`config.mk`:
```
export PLATFORM = sky130hd
export DESIGN_NAME = cbd_cart_bus
export DESIGN_NICKNAME = d
export VERILOG_FILES = /design/src/rtl/cbd_pkg.sv /design/src/rtl/cbd_addr_decode.sv /design/src/rtl/cbd_select_gen.sv /design/src/rtl/cbd_bank_latch.sv /design/src/rtl/cbd_cart_bus.sv
export SDC_FILE = /design/constraint.sdc
export NUM_CORES = 1
export LEC_CHECK = 0
export BUFFER_PORTS_ARGS = -buffer_cell sky130_fd_sc_hd__buf_4
export CAP_MARGIN = 20
export CELL_PAD_IN_SITES_DETAIL_PLACEMENT = 1
export CELL_PAD_IN_SITES_GLOBAL_PLACEMENT = 1
export CORE_MARGIN = 2
export CORE_UTILIZATION = 21
export DETAILED_ROUTE_END_ITERATION = 12
export GPL_TIMING_DRIVEN = 0
export PLACE_DENSITY = 0.76
export SLEW_MARGIN = 20
export SYNTH_ARGS = -nofsm -noshare
export SYNTH_HDL_FRONTEND = slang
export SYNTH_SLANG_ARGS = --single-unit
```
`constraint.sdc`:
```
create_clock -name clk -period 1 [get_ports clk]
set_input_delay 0.2 -clock clk [delete_from_list [all_inputs] [get_ports clk]]
set_output_delay 0.2 -clock clk [all_outputs]
set_load 0.1 [all_outputs]
```
`src/rtl/cbd_pkg.sv`:
```
// Package: shared widths and region constants for the cartridge bus decoder.
// Assumes a 16-bit CPU address space with ROM in the upper half.
package cbd_pkg;
    localparam int ADDR_W    = 16;
    localparam int DATA_W    = 8;
    localparam int BANK_W    = 3;
    localparam int RAM_LOG2  = 13;   // 8 KiB work RAM window at the bottom

    // Decoded region of one bus sample
    typedef struct packed {
        logic rom_hit;   // address in upper half
        logic ram_hit;   // address in bottom RAM window
    } cbd_region_t;
endpackage

```
`src/rtl/cbd_addr_decode.sv`:
```
// Module: cbd_addr_decode
// Classifies an address into the ROM half and the low RAM window.
// Assumes the ROM occupies the top half (MSB set) and the RAM window is 2**RAM_LOG2 bytes from 0.
module cbd_addr_decode
    import cbd_pkg::*;
#(
    parameter int AW       = ADDR_W,
    parameter int RAM_BITS = RAM_LOG2
) (
    input  logic [AW-1:0] addr,
    output cbd_region_t   region
);
    localparam int HI_W = AW - RAM_BITS;

    // Combinational region classification
    always_comb begin
        region.rom_hit = addr[AW-1];
        region.ram_hit = (addr[AW-1 -: HI_W] == '0);
    end
endmodule

```
`src/rtl/cbd_select_gen.sv`:
```
// Module: cbd_select_gen
// Qualifies decoded regions with the bus phase, the write line and reset to form active-low selects.
// Assumes the inputs are the live bus lines. The outputs are combinational and drive no state.
module cbd_select_gen
    import cbd_pkg::*;
(
    input  logic        rst_n,
    input  logic        m2,
    input  logic        cpu_rw,
    input  cbd_region_t region,
    output logic        rom_ce_n,
    output logic        rom_oe_n,
    output logic        wram_ce_n,
    output logic        wram_we_n,
    output logic        wram_oe_n
);
    logic active;
    logic rom_sel;
    logic ram_sel;

    // Form phase-qualified selects; reset forces every select inactive
    always_comb begin
        active    = rst_n & m2;
        rom_sel   = active & region.rom_hit;
        ram_sel   = active & region.ram_hit;
        rom_ce_n  = ~rom_sel;
        rom_oe_n  = ~(rom_sel & cpu_rw);
        wram_ce_n = ~ram_sel;
        wram_we_n = ~(ram_sel & ~cpu_rw);
        wram_oe_n = ~rst_n;
    end
endmodule

```
`src/rtl/cbd_bank_latch.sv`:
```
// Module: cbd_bank_latch
// Holds the bank number. It remembers the last sample taken during the M2-high phase and commits it at the falling phase edge.
// Assumes clk is several times faster than m2, so each high phase spans at least one clk sample.
module cbd_bank_latch
    import cbd_pkg::*;
#(
    parameter int DW = DATA_W,
    parameter int BW = BANK_W
) (
    input  logic          clk,
    input  logic          rst_n,
    input  logic          m2,
    input  logic          cpu_rw,
    input  logic          rom_hit,
    input  logic [DW-1:0] cpu_data,
    output logic [BW-1:0] bank
);
    logic          m2_q;
    logic          pend_wr;
    logic [BW-1:0] pend_val;
    logic          m2_fall;

    // Falling phase edge: previous sample high, present sample low
    always_comb m2_fall = m2_q & ~m2;

    // Track the phase level from the previous clk sample
    always_ff @(posedge clk) begin
        if (!rst_n) m2_q <= 1'b0;
        else        m2_q <= m2;
    end

    // Keep the most recent high-phase sample of write intent and data
    always_ff @(posedge clk) begin
        if (!rst_n) begin
            pend_wr  <= 1'b0;
            pend_val <= '0;
        end else if (m2) begin
            pend_wr  <= rom_hit & ~cpu_rw;
            pend_val <= cpu_data[BW-1:0];
        end
    end

    // Commit a qualified ROM-range write at the end of the high phase
    always_ff @(posedge clk) begin
        if (!rst_n)                 bank <= '0;
        else if (m2_fall && pend_wr) bank <= pend_val;
    end
endmodule

```
`src/rtl/cbd_cart_bus.sv`:
```
// Module: cbd_cart_bus (top)
// Cartridge-side bus decoder: ROM and work-RAM selects plus a write-qualified bank latch.
// Assumes synchronous active-low reset and bus lines that are stable around each clk edge.
module cbd_cart_bus
    import cbd_pkg::*;
#(
    parameter int AW       = ADDR_W,
    parameter int DW       = DATA_W,
    parameter int BW       = BANK_W,
    parameter int RAM_BITS = RAM_LOG2
) (
    input  logic          clk,
    input  logic          rst_n,
    input  logic          m2,
    input  logic          cpu_rw,
    input  logic [AW-1:0] cpu_addr,
    input  logic [DW-1:0] cpu_data,
    output logic          rom_ce_n,
    output logic          rom_oe_n,
    output logic          wram_ce_n,
    output logic          wram_we_n,
    output logic          wram_oe_n,
    output logic [BW-1:0] bank
);
    cbd_region_t region;

    cbd_addr_decode #(.AW(AW), .RAM_BITS(RAM_BITS)) u_dec (
        .addr   (cpu_addr),
        .region (region)
    );

    cbd_select_gen u_sel (
        .rst_n     (rst_n),
        .m2        (m2),
        .cpu_rw    (cpu_rw),
        .region    (region),
        .rom_ce_n  (rom_ce_n),
        .rom_oe_n  (rom_oe_n),
        .wram_ce_n (wram_ce_n),
        .wram_we_n (wram_we_n),
        .wram_oe_n (wram_oe_n)
    );

    cbd_bank_latch #(.DW(DW), .BW(BW)) u_bank (
        .clk      (clk),
        .rst_n    (rst_n),
        .m2       (m2),
        .cpu_rw   (cpu_rw),
        .rom_hit  (region.rom_hit),
        .cpu_data (cpu_data),
        .bank     (bank)
    );
endmodule

```
# [Word level (Yosys, flattened, before mapping)]
# Cells that the tools add are included.
[totals] ff_bits=8 output_inout_bits=8 elab_cells=20
[classes] bitwise=14 reduce_logical=2
[op_table] op="$and A1 B1 Y1" count=7
[op_table] op="$not A1 Y1" count=7
[op_table] op="$logic_not A3 Y1" count=1
[op_table] op="$logic_and A1 B1 Y1" count=1

# [Logic depth before layout (Yosys ltp)]
[logic_depth] ltp_word=4 mapped_depth=4 ltp_nobuf=2

# [Modules after synthesis]
# A second synthesis with hierarchy kept.
[unflattened] hier_cells=38 hier_area_um2=371.6
[by_module_without_submodules] module="cbd_bank_latch" n_inst=1 cells_each=31 area_per_inst_um2=325.3
[by_module_without_submodules] module="cbd_select_gen" n_inst=1 cells_each=5 area_per_inst_um2=28.8
[by_module_without_submodules] module="cbd_addr_decode" n_inst=1 cells_each=2 area_per_inst_um2=17.5

# [Worst setup path after synthesis]
# Ideal clock, no wire load.
[synth_path] path_type="in2out" from="input port m2" to="output port wram_we_n" t_arrival_ns=1.380 slack_ns=-0.580 path_stages=3 n_path_buf=1 path_cell_list="buf_6 nor2b_1 nand4b_1"
[synth_via] elab_chain_cells=4
[synth_rtl] element="start, declared" line="cbd_cart_bus.sv:14" text="input logic m2,"
[synth_rtl] element="$and A1 B1 Y1" line="cbd_select_gen.sv:23" text="active = rst_n & m2;"
[synth_rtl] element="$and A1 B1 Y1" line="cbd_select_gen.sv:25" text="ram_sel = active & region.ram_hit;"
[synth_rtl] element="$and A1 B1 Y1" line="cbd_select_gen.sv:29" text="wram_we_n = ~(ram_sel & ~cpu_rw);"
[synth_rtl] element="$not A1 Y1" line="cbd_select_gen.sv:29"
[synth_rtl] element="end, declared" line="cbd_cart_bus.sv:21" text="output logic wram_we_n,"
# Every way passes these cells.

# [Worst setup path in the final report]
[layout_path] from="input port m2" to="output port wram_ce_n"
[layout_via] elab_chain_cells=3
[layout_rtl] element="$and A1 B1 Y1" line="cbd_select_gen.sv:23"
[layout_rtl] element="$and A1 B1 Y1" line="cbd_select_gen.sv:25"
[layout_rtl] element="$not A1 Y1" line="cbd_select_gen.sv:28" text="wram_ce_n = ~ram_sel;"
[layout_rtl] element="end, declared" line="cbd_cart_bus.sv:20" text="output logic wram_ce_n,"
# Every way passes these cells.

==> metrics.txt <==
result of the run=completed; antenna cell count=0; Slowest-stage cell, CP=sky130_fd_sc_hd__buf_4; first-pass GRT wire length=between 1 and 1.5 mm; post-detailed-routing wire length=roughly 1.1 mm; leakage power figure=0.315 nW; largest cells by area after synthesis=sky130_fd_sc_hd__dfxtp_1 (46%), sky130_fd_sc_hd__mux2i_1 (17%), sky130_fd_sc_hd__nand2_1 (7.5%); minimum clock period=about 1000 ps; worst reg-to-reg path cell count=3; DR iter-0 viols=0; instance count of the mapped netlist=38; count of hold buffers inserted by post-cts repair=0; via count of the first global-routing pass=between 200 and 300; path type of the worst min-delay path=primary input to flop; number of primary I/O pins=36; clock-pin slew on the worst setup and hold paths=roughly 60 ps; Slew Viols, Final=0; maximum resistive drop on vdd=roughly 0.88 mV; top cell type's share of synthesized area=between 40% and 50%; placeable core area=1540 µm²; initial antenna violation count=0; path type of the worst setup path=primary input to primary output; maximum count of clock buffers along a single path=2; largest area contributor in the netlist=sky130_fd_sc_hd__dfxtp_1; area growth from synthesis to final layout=109%; starting utilization of the core area=between 20% and 30%; critical path endpoint=wram_ce_n; overall via count from detail_route=about 350; summed instance area of the synthesized netlist=approximately 350 µm²; Die Span X=44.9 µm; clk_lat worst skew=about 260 ps; required time at the endpoint of the critical path=around 800 ps; number of violations of the max-capacitance limit=0; count of state elements after synthesis=8; CTS tree=yes; share of synthesized area occupied by flip-flops and latches=45.6%; count of distinct cell types in the synthesized netlist=15; Ys Warns=0; critical register-to-register path endpoint=u_bank.bank[2]; layout cells sized above 1=60.0%; post-detail-place hpwl=just over 600 µm; number of placed cells counting well taps=69; Max Freq=about 1000 MHz; GRT Overall Usage=around 10%; leading cell types in the layout, fill and taps excluded=sky130_fd_sc_hd__buf_4 (16), sky130_fd_sc_hd__buf_12 (7), sky130_fd_sc_hd__nand2_1 (6), sky130_fd_sc_hd__mux2i_1 (6), sky130_fd_sc_hd__dfxtp_1 (5); final clock period utilization by the worst path=roughly 100%; internal reg-to-reg setup slack=between 100 and 150 ps; sort of element at the start of the critical path=primary input; global route overflow=0; maximum number of pins on one net before global-route repair=11; Post-Route M1 WL=around 380 µm; Worst Tran Pin Value=between 200 and 300 ps; Mapped Avg Cell Area=approximately 9.3 µm²; number of clock buffers inserted by TritonCTS=3; Detail Route Antenna Nets=0; number of sinks handled by clock tree synthesis=8; Worst Skew=between 4 and 5 ps; maximum fanout count along the critical path=4; DIE HEIGHT=~45 µm; final hold viol count=0; Root Driver=sky130_fd_sc_hd__clkbuf_4; top routing layer in use=met4; net count after synthesis=66; setup repair after global routing missed its margin=yes; PD cells=~1100 nW/µm²; DRC viols=0; routability-driven placement congestion ratio=0.656; CP peak stage delay=290 ps; crit path capture type=primary output; number of placement rows=14; final setup vio count=0; count of TritonRoute iterations in the first routing pass=1; FILL cells=163; met2 WL=633 µm; beginning of the critical path=m2; wire length on met3=between 50 and 60 µm; non-filler cells, final=a little over 80; worst slew margin relative to its limit=around four fifths; detail-routed via count per cell=approximately 4.3; total number of H-tree levels=1; data arrival time of the worst path=roughly 800 ps; number of buffers inserted by port buffering=15; die area=~2000 µm²; ordered cell list for the critical path=buf_12 > nor2b_4 > nand3_1 > buf_4; r2r startpoint=u_bank.pend_wr; post-layout net count=95; Tot Pwr=between 700 and 800 µW; final routed wire length divided by cell count=13.3 µm; most frequent standard cell in the layout excluding fill and tap cells=sky130_fd_sc_hd__buf_4
==> power by group <==
group	total (mW)	internal (mW)	switching (mW)	leakage, nW
Clock	0.253	0.138	0.115	0.0138
Combinational	0.196	0.0953	0.100	0.234
Sequential	0.336	0.330	0.00534	0.0670
==> registers in the layout, indices dropped and copies added (netlist names) <==
name and cells:
u_bank.m2_q 1, u_bank.pend_wr 1, u_bank.pend_val 3, u_bank.bank 3
==> stage by stage <==
| step | instance area, µm² | hold WS, ps | TNS [ps] | setup WS, ps | utilization, % |
|---|---|---|---|---|---|
| 3_5_place_dp | 543 | 448 | -283 | -123 | 35.2 |
| 5_1_grt | 733 | 199 | -84.5 | -33.0 | 47.6 |
| 3_3_place_gp | 543 | 440 | -253 | -123 | 35.2 |
| 4_1_cts | 639 | 185 | 0 | 1.19 | 41.5 |
| 6_report | 733 | 195 | 0 | 0.710 | 47.6 |
| 2_1_floorplan | 410 | 363 | -978 | -533 | - |
==> worst max-delay path: cells and delay by family <==
family / cells / cell delay, ps
buf+inv: 2 / 390
simple gates: 2 / 200
==> timing repair <==
action	CTS	global route
endpoints found under the setup margin	7	5
buffers inserted	0	9
pin swaps	1	2
gates resized for setup	19	6
==> layout make-up <==
cell class | instances | area [µm²] | share of cell area [%]
inverters | 1 | 7.51 | 1.02
clock buffers | 3 | 22.5 | 3.07
flip-flops and latches | 8 | 164 | 22.4
repair buffers | 24 | 267 | 36.3
multi-input cells | 26 | 206 | 28.2
well taps | 16 | 20.0 | 2.73
plain buffers | 3 | 46.3 | 6.31
==> worst min path at each step <==
stage	to	cells past startpoint	from
3_3_place_gp	u_bank.bank[0]	2	u_bank.pend_val[0]
6_report	u_bank.pend_val[1]	3	cpu_data[1]
3_5_place_dp	u_bank.bank[1]	2	u_bank.pend_val[1]
5_1_grt	u_bank.pend_val[1]	3	cpu_data[1]
2_1_floorplan	u_bank.pend_val[0]	2	cpu_data[0]
4_1_cts	u_bank.pend_val[1]	3	cpu_data[1]
==> layer usage <==
metal | GRT usage, % | vias up
li1 | - | 178
met1 | 10.8 | 162
met2 | 15.9 | 9
met3 | 7.20 | 2
met4 | 3.53 | 0
met5 | 0 | -
==> Yosys cell counts <==
master and instances:
sky130_fd_sc_hd__buf_2 1, sky130_fd_sc_hd__and3b_1 1, sky130_fd_sc_hd__nand2_1 7, sky130_fd_sc_hd__inv_1 1
sky130_fd_sc_hd__a21oi_1 1, sky130_fd_sc_hd__nand2b_1 1, sky130_fd_sc_hd__nand3_1 2, sky130_fd_sc_hd__mux2i_1 6
sky130_fd_sc_hd__buf_6 2, sky130_fd_sc_hd__nand4b_1 1, sky130_fd_sc_hd__dfxtp_1 8, sky130_fd_sc_hd__nor2_1 4
sky130_fd_sc_hd__nand3b_1 1, sky130_fd_sc_hd__nor2b_1 1, sky130_fd_sc_hd__and2_1 1
==> cells by family after synthesis <==
| kind of cell | Yosys count | share of synthesized area (%) |
|---|---|---|
| AOI/OAI and AO/OA | 1 | 1.42 |
| and+or+nand+nor | 19 | 27.1 |
| buffers and inverters | 4 | 8.89 |
| DFF | 8 | 45.6 |
| muxes | 6 | 17.1 |
Power figures use the tool's default switching activity.
